--- config.mk ---
export PLATFORM = sky130hd
export DESIGN_NAME = adc_seq_ctrl
export DESIGN_NICKNAME = d
export VERILOG_FILES = /design/src/rtl/adc_seq_pkg.sv /design/src/rtl/adc_seq_timer.sv /design/src/rtl/adc_seq_pending.sv /design/src/rtl/adc_seq_outreg.sv /design/src/rtl/adc_seq_ctrl.sv
export SDC_FILE = /design/constraint.sdc
export NUM_CORES = 1
export LEC_CHECK = 0
export BUFFER_PORTS_ARGS = -buffer_cell sky130_fd_sc_hd__buf_2
export CORE_UTILIZATION = 47
export CTS_CLUSTER_SIZE = 14
export DETAILED_ROUTE_END_ITERATION = 10
export PLACE_DENSITY = 0.73
export SLEW_MARGIN = 40
export SYNTH_ARGS = -nofsm -noshare
export SYNTH_HDL_FRONTEND = slang
export SYNTH_HIERARCHICAL = 1
export SYNTH_SLANG_ARGS = --single-unit
export TNS_END_PERCENT = 100
--- constraint.sdc ---
create_clock -name clk -period 3.7 [get_ports clk]
set_input_delay 0.37 -clock clk [delete_from_list [all_inputs] [get_ports clk]]
set_output_delay 0.37 -clock clk [all_outputs]
set_load 0.02 [all_outputs]
--- src/rtl/adc_seq_pkg.sv ---
// Shared types and pin decode for the conversion sequencer.
// Assumes: the converter begins a conversion on a falling edge of its start pin.
package adc_seq_pkg;

    typedef enum logic [2:0] {
        ST_IDLE  = 3'd0,
        ST_SETUP = 3'd1,
        ST_PULSE = 3'd2,
        ST_CONV  = 3'd3,
        ST_READ  = 3'd4
    } seq_state_e;

    typedef enum logic [1:0] {
        MODE_FREE   = 2'd0,
        MODE_SHARED = 2'd1,
        MODE_SLOW   = 2'd2,
        MODE_ROM    = 2'd3
    } seq_mode_e;

    typedef struct packed {
        logic sel_n;
        logic start;
        logic oe_n;
    } pin_set_t;

    // Pin levels that belong to a state in a given access style.
    function automatic pin_set_t decode_pins(seq_state_e st, seq_mode_e m, logic pol);
        pin_set_t p;
        logic     idle;
        logic     strobe;
        idle    = (st == ST_IDLE);
        p.sel_n = idle;
        if (m == MODE_SLOW || m == MODE_ROM) begin
            if (m == MODE_SLOW)
                strobe = (st == ST_PULSE) || (st == ST_CONV) || (st == ST_READ);
            else
                strobe = (st == ST_PULSE);
            p.start = ~strobe;
            p.oe_n  = ~strobe;
        end else begin
            p.start = (st == ST_PULSE) ? pol : ~pol;
            p.oe_n  = (m == MODE_FREE) ? idle : (st != ST_READ);
        end
        return p;
    endfunction

endpackage

--- src/rtl/adc_seq_timer.sv ---
// Down-counter that times one sequencer phase.
// A load of N means expiry in the N-th cycle after the load; N=0 acts as 1.
// Assumes the owner loads it on every phase entry.
module adc_seq_timer #(
    parameter int CNT_W = 16
) (
    input  logic             clk,
    input  logic             rst_n,
    input  logic             load,
    input  logic [CNT_W-1:0] load_val,
    output logic             expired
);
    logic [CNT_W-1:0] cnt_q;

    // Load on phase entry, otherwise count down toward zero.
    always_ff @(posedge clk) begin
        if (!rst_n)
            cnt_q <= '0;
        else if (load)
            cnt_q <= load_val;
        else if (cnt_q != '0)
            cnt_q <= cnt_q - 1'b1;
    end

    assign expired = (cnt_q <= CNT_W'(1));
endmodule

--- src/rtl/adc_seq_pending.sv ---
// Counts start requests that could not be served at once.
// Saturates at its maximum; the host is assumed never to stack more than that.
module adc_seq_pending #(
    parameter int PEND_W = 3
) (
    input  logic clk,
    input  logic rst_n,
    input  logic push,
    input  logic pop,
    output logic nonzero
);
    logic [PEND_W-1:0] cnt_q;
    logic              full;

    assign full    = (cnt_q == {PEND_W{1'b1}});
    assign nonzero = (cnt_q != '0);

    // Net change: one up per request, one down per transaction started.
    always_ff @(posedge clk) begin
        if (!rst_n)
            cnt_q <= '0;
        else if (push && !pop && !full)
            cnt_q <= cnt_q + 1'b1;
        else if (pop && !push && nonzero)
            cnt_q <= cnt_q - 1'b1;
    end
endmodule

--- src/rtl/adc_seq_outreg.sv ---
// Single-entry result register with a valid/ready handshake.
// Assumes load only arrives while the register is empty.
module adc_seq_outreg #(
    parameter int DATA_W = 12
) (
    input  logic              clk,
    input  logic              rst_n,
    input  logic              load,
    input  logic [DATA_W-1:0] load_data,
    input  logic              load_stale,
    input  logic              ready,
    output logic              valid,
    output logic [DATA_W-1:0] data,
    output logic              stale
);
    // Valid flag: set by a capture, cleared by acceptance.
    always_ff @(posedge clk) begin
        if (!rst_n)
            valid <= 1'b0;
        else if (load)
            valid <= 1'b1;
        else if (ready)
            valid <= 1'b0;
    end

    // Payload: written only on capture, held otherwise.
    always_ff @(posedge clk) begin
        if (!rst_n) begin
            data  <= '0;
            stale <= 1'b0;
        end else if (load) begin
            data  <= load_data;
            stale <= load_stale;
        end
    end
endmodule

--- src/rtl/adc_seq_ctrl.sv ---
// Host-side sequencer for a parallel-output sampling converter.
// Runs select -> start pulse -> wait for ready -> optional read for each request,
// in one of four access styles, and returns results on a valid/ready port.
// Assumes adc_ready and adc_data are already synchronous to clk and that
// cfg_* inputs change only while the sequencer is idle.
module adc_seq_ctrl #(
    parameter int DATA_W = 12,
    parameter int CNT_W  = 16,
    parameter int PEND_W = 3
) (
    input  logic              clk,
    input  logic              rst_n,
    input  logic [1:0]        cfg_mode,
    input  logic              cfg_start_pol,
    input  logic [CNT_W-1:0]  cfg_setup_cyc,
    input  logic [CNT_W-1:0]  cfg_pulse_cyc,
    input  logic [CNT_W-1:0]  cfg_read_cyc,
    input  logic [CNT_W-1:0]  cfg_timeout_cyc,
    input  logic              start_req,
    output logic              adc_sel_n,
    output logic              adc_start,
    output logic              adc_oe_n,
    input  logic              adc_ready,
    input  logic [DATA_W-1:0] adc_data,
    output logic              res_valid,
    input  logic              res_ready,
    output logic [DATA_W-1:0] res_data,
    output logic              res_stale,
    output logic              err_timeout
);
    import adc_seq_pkg::*;

    seq_state_e       state_q, state_d;
    seq_mode_e        mode_q, mode_d, pin_mode;
    logic             seen_low_q;
    logic             primed_q;
    logic             pend_nz, pend_pop;
    logic             go;
    logic             tm_load, tm_exp;
    logic [CNT_W-1:0] tm_val;
    logic [CNT_W-1:0] pulse_eff;
    logic             cap, cap_stale, conv_done, err_d;
    pin_set_t         pins_d;

    adc_seq_pending #(.PEND_W(PEND_W)) pend_i (
        .clk     (clk),
        .rst_n   (rst_n),
        .push    (start_req),
        .pop     (pend_pop),
        .nonzero (pend_nz)
    );

    adc_seq_timer #(.CNT_W(CNT_W)) timer_i (
        .clk      (clk),
        .rst_n    (rst_n),
        .load     (tm_load),
        .load_val (tm_val),
        .expired  (tm_exp)
    );

    adc_seq_outreg #(.DATA_W(DATA_W)) out_i (
        .clk        (clk),
        .rst_n      (rst_n),
        .load       (cap),
        .load_data  (adc_data),
        .load_stale (cap_stale),
        .ready      (res_ready),
        .valid      (res_valid),
        .data       (res_data),
        .stale      (res_stale)
    );

    // Start a transaction only when a request exists and the result slot is empty.
    assign go = (start_req || pend_nz) && !res_valid;

    // Read-ahead strobe must cover both the pulse and the read delay.
    assign pulse_eff = (mode_q == MODE_ROM && cfg_read_cyc > cfg_pulse_cyc)
                       ? cfg_read_cyc : cfg_pulse_cyc;

    assign cap_stale = (mode_q == MODE_ROM) && !primed_q;

    // Next-state, timer loads, capture and error decisions.
    always_comb begin
        state_d   = state_q;
        mode_d    = mode_q;
        tm_load   = 1'b0;
        tm_val    = '0;
        cap       = 1'b0;
        conv_done = 1'b0;
        err_d     = 1'b0;
        pend_pop  = 1'b0;
        case (state_q)
            ST_IDLE: begin
                if (go) begin
                    state_d  = ST_SETUP;
                    mode_d   = seq_mode_e'(cfg_mode);
                    tm_load  = 1'b1;
                    tm_val   = cfg_setup_cyc;
                    pend_pop = 1'b1;
                end
            end
            ST_SETUP: begin
                if (tm_exp) begin
                    state_d = ST_PULSE;
                    tm_load = 1'b1;
                    tm_val  = pulse_eff;
                end
            end
            ST_PULSE: begin
                if (tm_exp) begin
                    state_d = ST_CONV;
                    tm_load = 1'b1;
                    tm_val  = cfg_timeout_cyc;
                    cap     = (mode_q == MODE_ROM);
                end
            end
            ST_CONV: begin
                if (seen_low_q && adc_ready) begin
                    conv_done = 1'b1;
                    case (mode_q)
                        MODE_FREE: begin
                            cap     = 1'b1;
                            state_d = ST_IDLE;
                        end
                        MODE_SHARED, MODE_SLOW: begin
                            state_d = ST_READ;
                            tm_load = 1'b1;
                            tm_val  = cfg_read_cyc;
                        end
                        default: state_d = ST_IDLE;
                    endcase
                end else if (tm_exp) begin
                    err_d   = 1'b1;
                    state_d = ST_IDLE;
                end
            end
            ST_READ: begin
                if (tm_exp) begin
                    cap     = 1'b1;
                    state_d = ST_IDLE;
                end
            end
            default: state_d = ST_IDLE;
        endcase
    end

    // While idle the pins follow the configured style so rest levels settle deselected.
    assign pin_mode = (state_d == ST_IDLE) ? seq_mode_e'(cfg_mode) : mode_d;
    assign pins_d   = decode_pins(state_d, pin_mode, cfg_start_pol);

    // State, latched mode and error pulse registers.
    always_ff @(posedge clk) begin
        if (!rst_n) begin
            state_q     <= ST_IDLE;
            mode_q      <= MODE_FREE;
            err_timeout <= 1'b0;
        end else begin
            state_q     <= state_d;
            mode_q      <= mode_d;
            err_timeout <= err_d;
        end
    end

    // Record that ready went low during this transaction's pulse or wait.
    always_ff @(posedge clk) begin
        if (!rst_n)
            seen_low_q <= 1'b0;
        else if (state_q == ST_SETUP)
            seen_low_q <= 1'b0;
        else if ((state_q == ST_PULSE || state_q == ST_CONV) && !adc_ready)
            seen_low_q <= 1'b1;
    end

    // Remember that the converter holds a real result.
    always_ff @(posedge clk) begin
        if (!rst_n)
            primed_q <= 1'b0;
        else if (conv_done)
            primed_q <= 1'b1;
    end

    // Glitch-free converter pins registered from the next state.
    always_ff @(posedge clk) begin
        if (!rst_n) begin
            adc_sel_n <= 1'b1;
            adc_oe_n  <= 1'b1;
            adc_start <= (cfg_mode[1]) ? 1'b1 : ~cfg_start_pol;
        end else begin
            adc_sel_n <= pins_d.sel_n;
            adc_oe_n  <= pins_d.oe_n;
            adc_start <= pins_d.start;
        end
    end
endmodule

# Word-level counts from Yosys, hierarchy flattened
# Cells that the tools add are included.
# word_totals
inputBits	84
ff_bits	44
# classes
n_reduce_logical	33
n_addsub	3
n_bitwise	4
order_cmp	2
n_mux	42
eq_ne	14
# op_table
op	n
2-to-1 mux 16 bit	8
one-hot mux 16 bit (4 select lines)	1
2-to-1 mux 3 bit	8
2-to-1 mux 1 bit	18
greater-than comparator 16 bit	1
<= comparator 16 x 1 -> 1 bit (second input constant)	1
nonzero test 16 bit	1
subtractor 16 x 1 -> 16 bit (second input constant)	1
one-hot mux 3 bit (5 select lines)	1
== test 3 x 2 -> 1 bit (second input constant)	4
== test 3 bit (second input constant)	3
logical AND 1 bit	9
== test 2 bit (second input constant)	4
2-to-1 mux 2 bit	4
zero test 1 bit	6
zero test 3 bit	2
one-hot mux 1 bit (3 select lines)	2
nonzero test 2 bit	3
OR reduction 2 bit	3
logical OR 1 bit	5
zero test 2 bit	2
NOT 1 bit	4
adder 3 x 1 -> 3 bit (second input constant)	1
== test 3 x 1 -> 1 bit (second input constant)	1
other kinds (5)	5

# Longest topological paths before layout
# depth
ltp_word	13
depth_mapped	15
depth_no_buf	12

# Modules after synthesis
# Netlist, hierarchy kept.
# modules_own_cells
module	n_inst	area_per_inst_um2	cells_per_inst	seq_area_each_um2
adc_seq_ctrl	1	1537.7	190	220.2
adc_seq_timer	1	984.7	124	320.3
adc_seq_outreg	1	540.5	45	280.3
adc_seq_pending	1	246.5	34	60.1

# Worst setup path after synthesis
# Ideal clock, no wire load.
# synth_timing
kind	reg2reg
start	register timer_i.cnt_q[4]
end	register timer_i.cnt_q[0]
path_stages_with_launch	15
required_ns	3.556
synth_period_minus_slack_ns	3.629
arrival_ns	3.485
path_buffers	5
setup_ns	0.144
slack_ns	0.071
cell_sequence	dfxtp_1 nor4_1 nand4_1 nor4_1 clkbuf_1 and4_1 buf_2 clkbuf_1 nor3_1 nand2_1 clkbuf_1 inv_1 clkbuf_1 o2111ai_1 o311ai_0
# synth_between
elab_chain_cells	4
# synth_lines
element	line	source
start, declared	adc_seq_timer.sv:13	logic [CNT_W-1:0] cnt_q;
start signal, assigned	adc_seq_timer.sv:20	cnt_q <= load_val;
start signal, assigned	adc_seq_timer.sv:22	cnt_q <= cnt_q - 1'b1;
<= comparator 16 x 1 -> 1 bit *	adc_seq_timer.sv:25	assign expired = (cnt_q <= CNT_W'(1));
net tm_exp	adc_seq_ctrl.sv:39	logic tm_load, tm_exp;
2-to-1 mux 1 bit *	adc_seq_ctrl.sv:103, adc_seq_ctrl.sv:110	
one-hot mux 1 bit (3 select lines) *	adc_seq_ctrl.sv:92	case (state_q)
net tm_load	adc_seq_ctrl.sv:39	
2-to-1 mux 16 bit / nonzero test 2 bit (equally long branches)	--	
# Mark *: on every way through the listed nets, which the timed path passes. The rest lies on a longest branch.
# A chain may end at the register's enable or synchronous reset.

# Final worst setup path
# layout_timing
start	register timer_i.cnt_q[4]
end	register timer_i.cnt_q[14]
# layout_between
elab_chain_cells	4
# layout_lines
element	line	source
<= comparator 16 x 1 -> 1 bit *	adc_seq_timer.sv:25	
net tm_exp	adc_seq_ctrl.sv:39	
2-to-1 mux 16 bit, on equally long branches	adc_seq_ctrl.sv:110, adc_seq_ctrl.sv:103	
one-hot mux 16 bit (4 select lines) *	adc_seq_ctrl.sv:92	
net tm_val[14]	adc_seq_ctrl.sv:40	logic [CNT_W-1:0] tm_val;
2-to-1 mux 16 bit *	adc_seq_timer.sv:19	else if (load)
# Mark *: on every way through the listed nets, which the timed path passes. The rest lies on a longest branch. The select of a mux whose other input is x is not followed.

==> key figures <==
Floorplanning
  – Die Y: 85.9 um
  – Starting density of the core: 0.487
  – FP Rows: 30
  – Chip width: 85.9 um
  – Core area: 6790 sq um
  – Die ar.: 7380 sq um
  – I/O pin cnt: 102

Global route
  – Number of global-route vias before repair: 2951
  – Largest net degree at the start of global routing: 52
  – Gr usage total: 0.228
  – Initial antenna violation count: 0
  – Gr ovfl total: 0
  – First-pass GRT wire length: 13700 um

Timing
  – Setup_tns: 0 ns
  – Final hold vios: 0
  – Final setup margin: 0.508 ns
  – Fin crit period: 3.19 ns
  – Max-slew headroom: 0.495
  – Setup-violating endpoint count in the final report: 0
  – Fmax: 313 MHz
  – Clock Skew: 0.00799 ns
  – RSZ-0062 raised after global routing: no
  – Worst-Margin Slew: 0.758 ns
  – Final Max Tran Viols: 0
  – Crit share post-route: 0.863

Critical path
  – Crit Path Class: flop to flop
  – Worst-path maximum fanout: 12
  – Crit path arrival time: 3.40 ns
  – Reg2reg start: timer_i/cnt_q[4]
  – Critical Path End Type: flop
  – CP Data Required Time: 3.90 ns
  – Startpoint types: flop
  – Worst Setup SP: timer_i/cnt_q[4]
  – Setup slack, reg-to-reg: 0.51 ns

Clock network
  – Max Root-Sink Buffers: 2
  – Post-CTS Setup Bufs: 0
  – H-tree levels: 2
  – CTS Sinks: 44
  – Later-pin clock latency in the skew report: 0.29 ns
  – TritonCTS clock tree: done
  – Clk root buf: clkbuf_8
  – Num CTS Buffers: 5
  – Worst-path clk slew: 0.09 ns

Layout
  – Ant. Diodes: 0
  – Commonest non-fill, non-tap cell in the layout: buf_2
  – Highest-count cells in the layout ignoring fill and taps: buf_2, dfxtp_1, inv_1, nand2_1, o21ai_0
  – Layout cells sized above 1: 0.278
  – Nets: 589
  – Area grow syn2layout: 20.5%

Route
  – Vias: 3313
  – Antenna Nets Post-Route: 0
  – Initial drt markers: 165
  – Drt wl/cell: 14.6 um
  – Routed WL: 8470 um
  – DRC: 0
  – Drt pass-1 iters: 5
  – Via/cell ratio: 5.70

Logic synthesis
  – Synth top area cells: dfxtp_1, ha_1, mux2i_1
  – Cell count after synthesis: 393
  – Post-synth EDFFs: 0
  – Top_reg_cell synth: dfxtp_1
  – Synth Net Count: 498
  – Sequential cell area fraction in the yosys report: 0.266
  – Async S/R FF share, synth: 0
  – Share of the synthesized area in the top cell type: 0.266
  – Synthesized area: 3310 sq um
  – YS warnings: 6
  – Syn Area/Cell: 8.42 sq um
  – Leading area contributor after synthesis: dfxtp_1
  – Post-synthesis cell type count: 70
  – #FFs+latches synth: 44

Status
  – Status: finished, final reports clean

Placed design
  – DP Worst Slack: 0.396 ns
  – Post-DP HPWL: 6610 um
  – Placer Congestion: 0.939
  – Port bufs: 101

Hold path
  – Hold path startpoint: cfg_start_pol
  – Hold Path Class: primary input to flop

Power
  – VDD IR max: 0.000323 V
  – Lkg Pwr: 1.76 nW
  – Pwr Total: 0.00251 W
  – Power per cell area: 629 nW/um^2

Run
  – Max Cap Viol: 0
==> state kept, by name, indices dropped and copies added (netlist names) <==
register	count
adc_oe_n	1
adc_sel_n	1
adc_start	1
err_timeout	1
mode_q	2
out_i/data	12
out_i/stale	1
out_i/valid	1
pend_i/cnt_q	3
primed_q	1
seen_low_q	1
state_q	3
timer_i/cnt_q	16
==> logic make-up (layout without fill, tap and decap cells) <==
kind of cell	Yosys count	count (layout)	share of synthesized area
simple gates	127	127	0.226
compound gates	126	126	0.281
buf+inv	50	142	0.0707
flops	44	44	0.266
fa+ha+maj	21	21	0.0817
mux	18	18	0.0560
xor+xnor	7	7	0.0185
==> final cells by class <==
| type | count | area [sq um] |
|---|---|---|
| Clock buffer | 5 | 68.8 |
| Clock inverter | 3 | 46.3 |
| Fill cell | 634 | 2810 |
| Inverter | 26 | 97.6 |
| Timing Repair Buffer | 108 | 558 |
| Sequential cell | 44 | 881 |
| Multi-Input combinational cell | 299 | 2220 |
| Tap cell | 96 | 120 |
==> stage by stage <==
step / hold slack, ns / cells / util / instance area, sq um
final: 0.276 / 581 / 0.587 / 3990
after global routing: 0.269 / 581 / 0.587 / 3990
after CTS: 0.270 / 581 / 0.586 / 3980
after detailed placement: 0.465 / 573 / 0.569 / 3870
after global placement: 0.452 / 573 / 0.569 / 3870
after floorplan: 0.441 / 393 / - / 3310
==> path summary, 6_finish.rpt <==
| path | end | cells past startpoint |
|---|---|---|
| max | timer_i/cnt_q[14] | 11 |
| min | adc_start | 2 |
| max reg2reg | timer_i/cnt_q[14] | 11 |
| min reg2reg | primed_q | 1 |
==> metal layers <==
| metal | share of wire | vias up | track usage |
|---|---|---|---|
| met1 | 0.47 | 1539 | 0.311 |
| met4 | 0.013 | 0 | 0.0636 |
| met2 | 0.46 | 104 | 0.369 |
| met5 | 0 | - | 0 |
| met3 | 0.049 | 12 | 0.0423 |
| li1 | - | 1658 | - |
==> cell usage after synthesis (all sizes together) (3+ instances only) <==
cell type,instances
nor4,6
a21boi,4
nand3,17
clkbuf,14
nor3,11
ha,20
and2,4
o21a,4
a21oi,22
nand2,23
o211ai,4
a22o,17
dfxtp,44
o21ai,28
nor2,16
a211o,3
nor2b,19
mux2i,17
a31oi,5
buf,10
inv,26
xnor2,6
nor3b,5
or4,4
nand2b,6
nor4b,3
nand4,6
a221o,16
==> critical path, stage by stage, from the launching register on <==
cell and delay (ns):
dfxtp_1 0.38, nor4_2 0.45, nand4_1 0.21, nor4_2 0.37, nor4b_4 0.36, nand2_1 0.10, o21ai_2 0.43, a221o_1 0.27
nand3_1 0.12, nand2_1 0.12, mux2i_1 0.07, a311oi_1 0.23
==> timing repair <==
item / CTS / global route
gates resized for setup: 0 / 1
hold buffers: 0 / 0
setup endpoints to repair: 0 / 1
==> power by group <==
group	switching (W)	internal, W	leakage (nW)
logic	0.000782	0.000624	1.34
registers	0.000144	0.000578	0.359
clock network	0.000175	0.000204	0.0548
total	0.00110	0.00141	1.76
(Power assumes the default switching activity.)
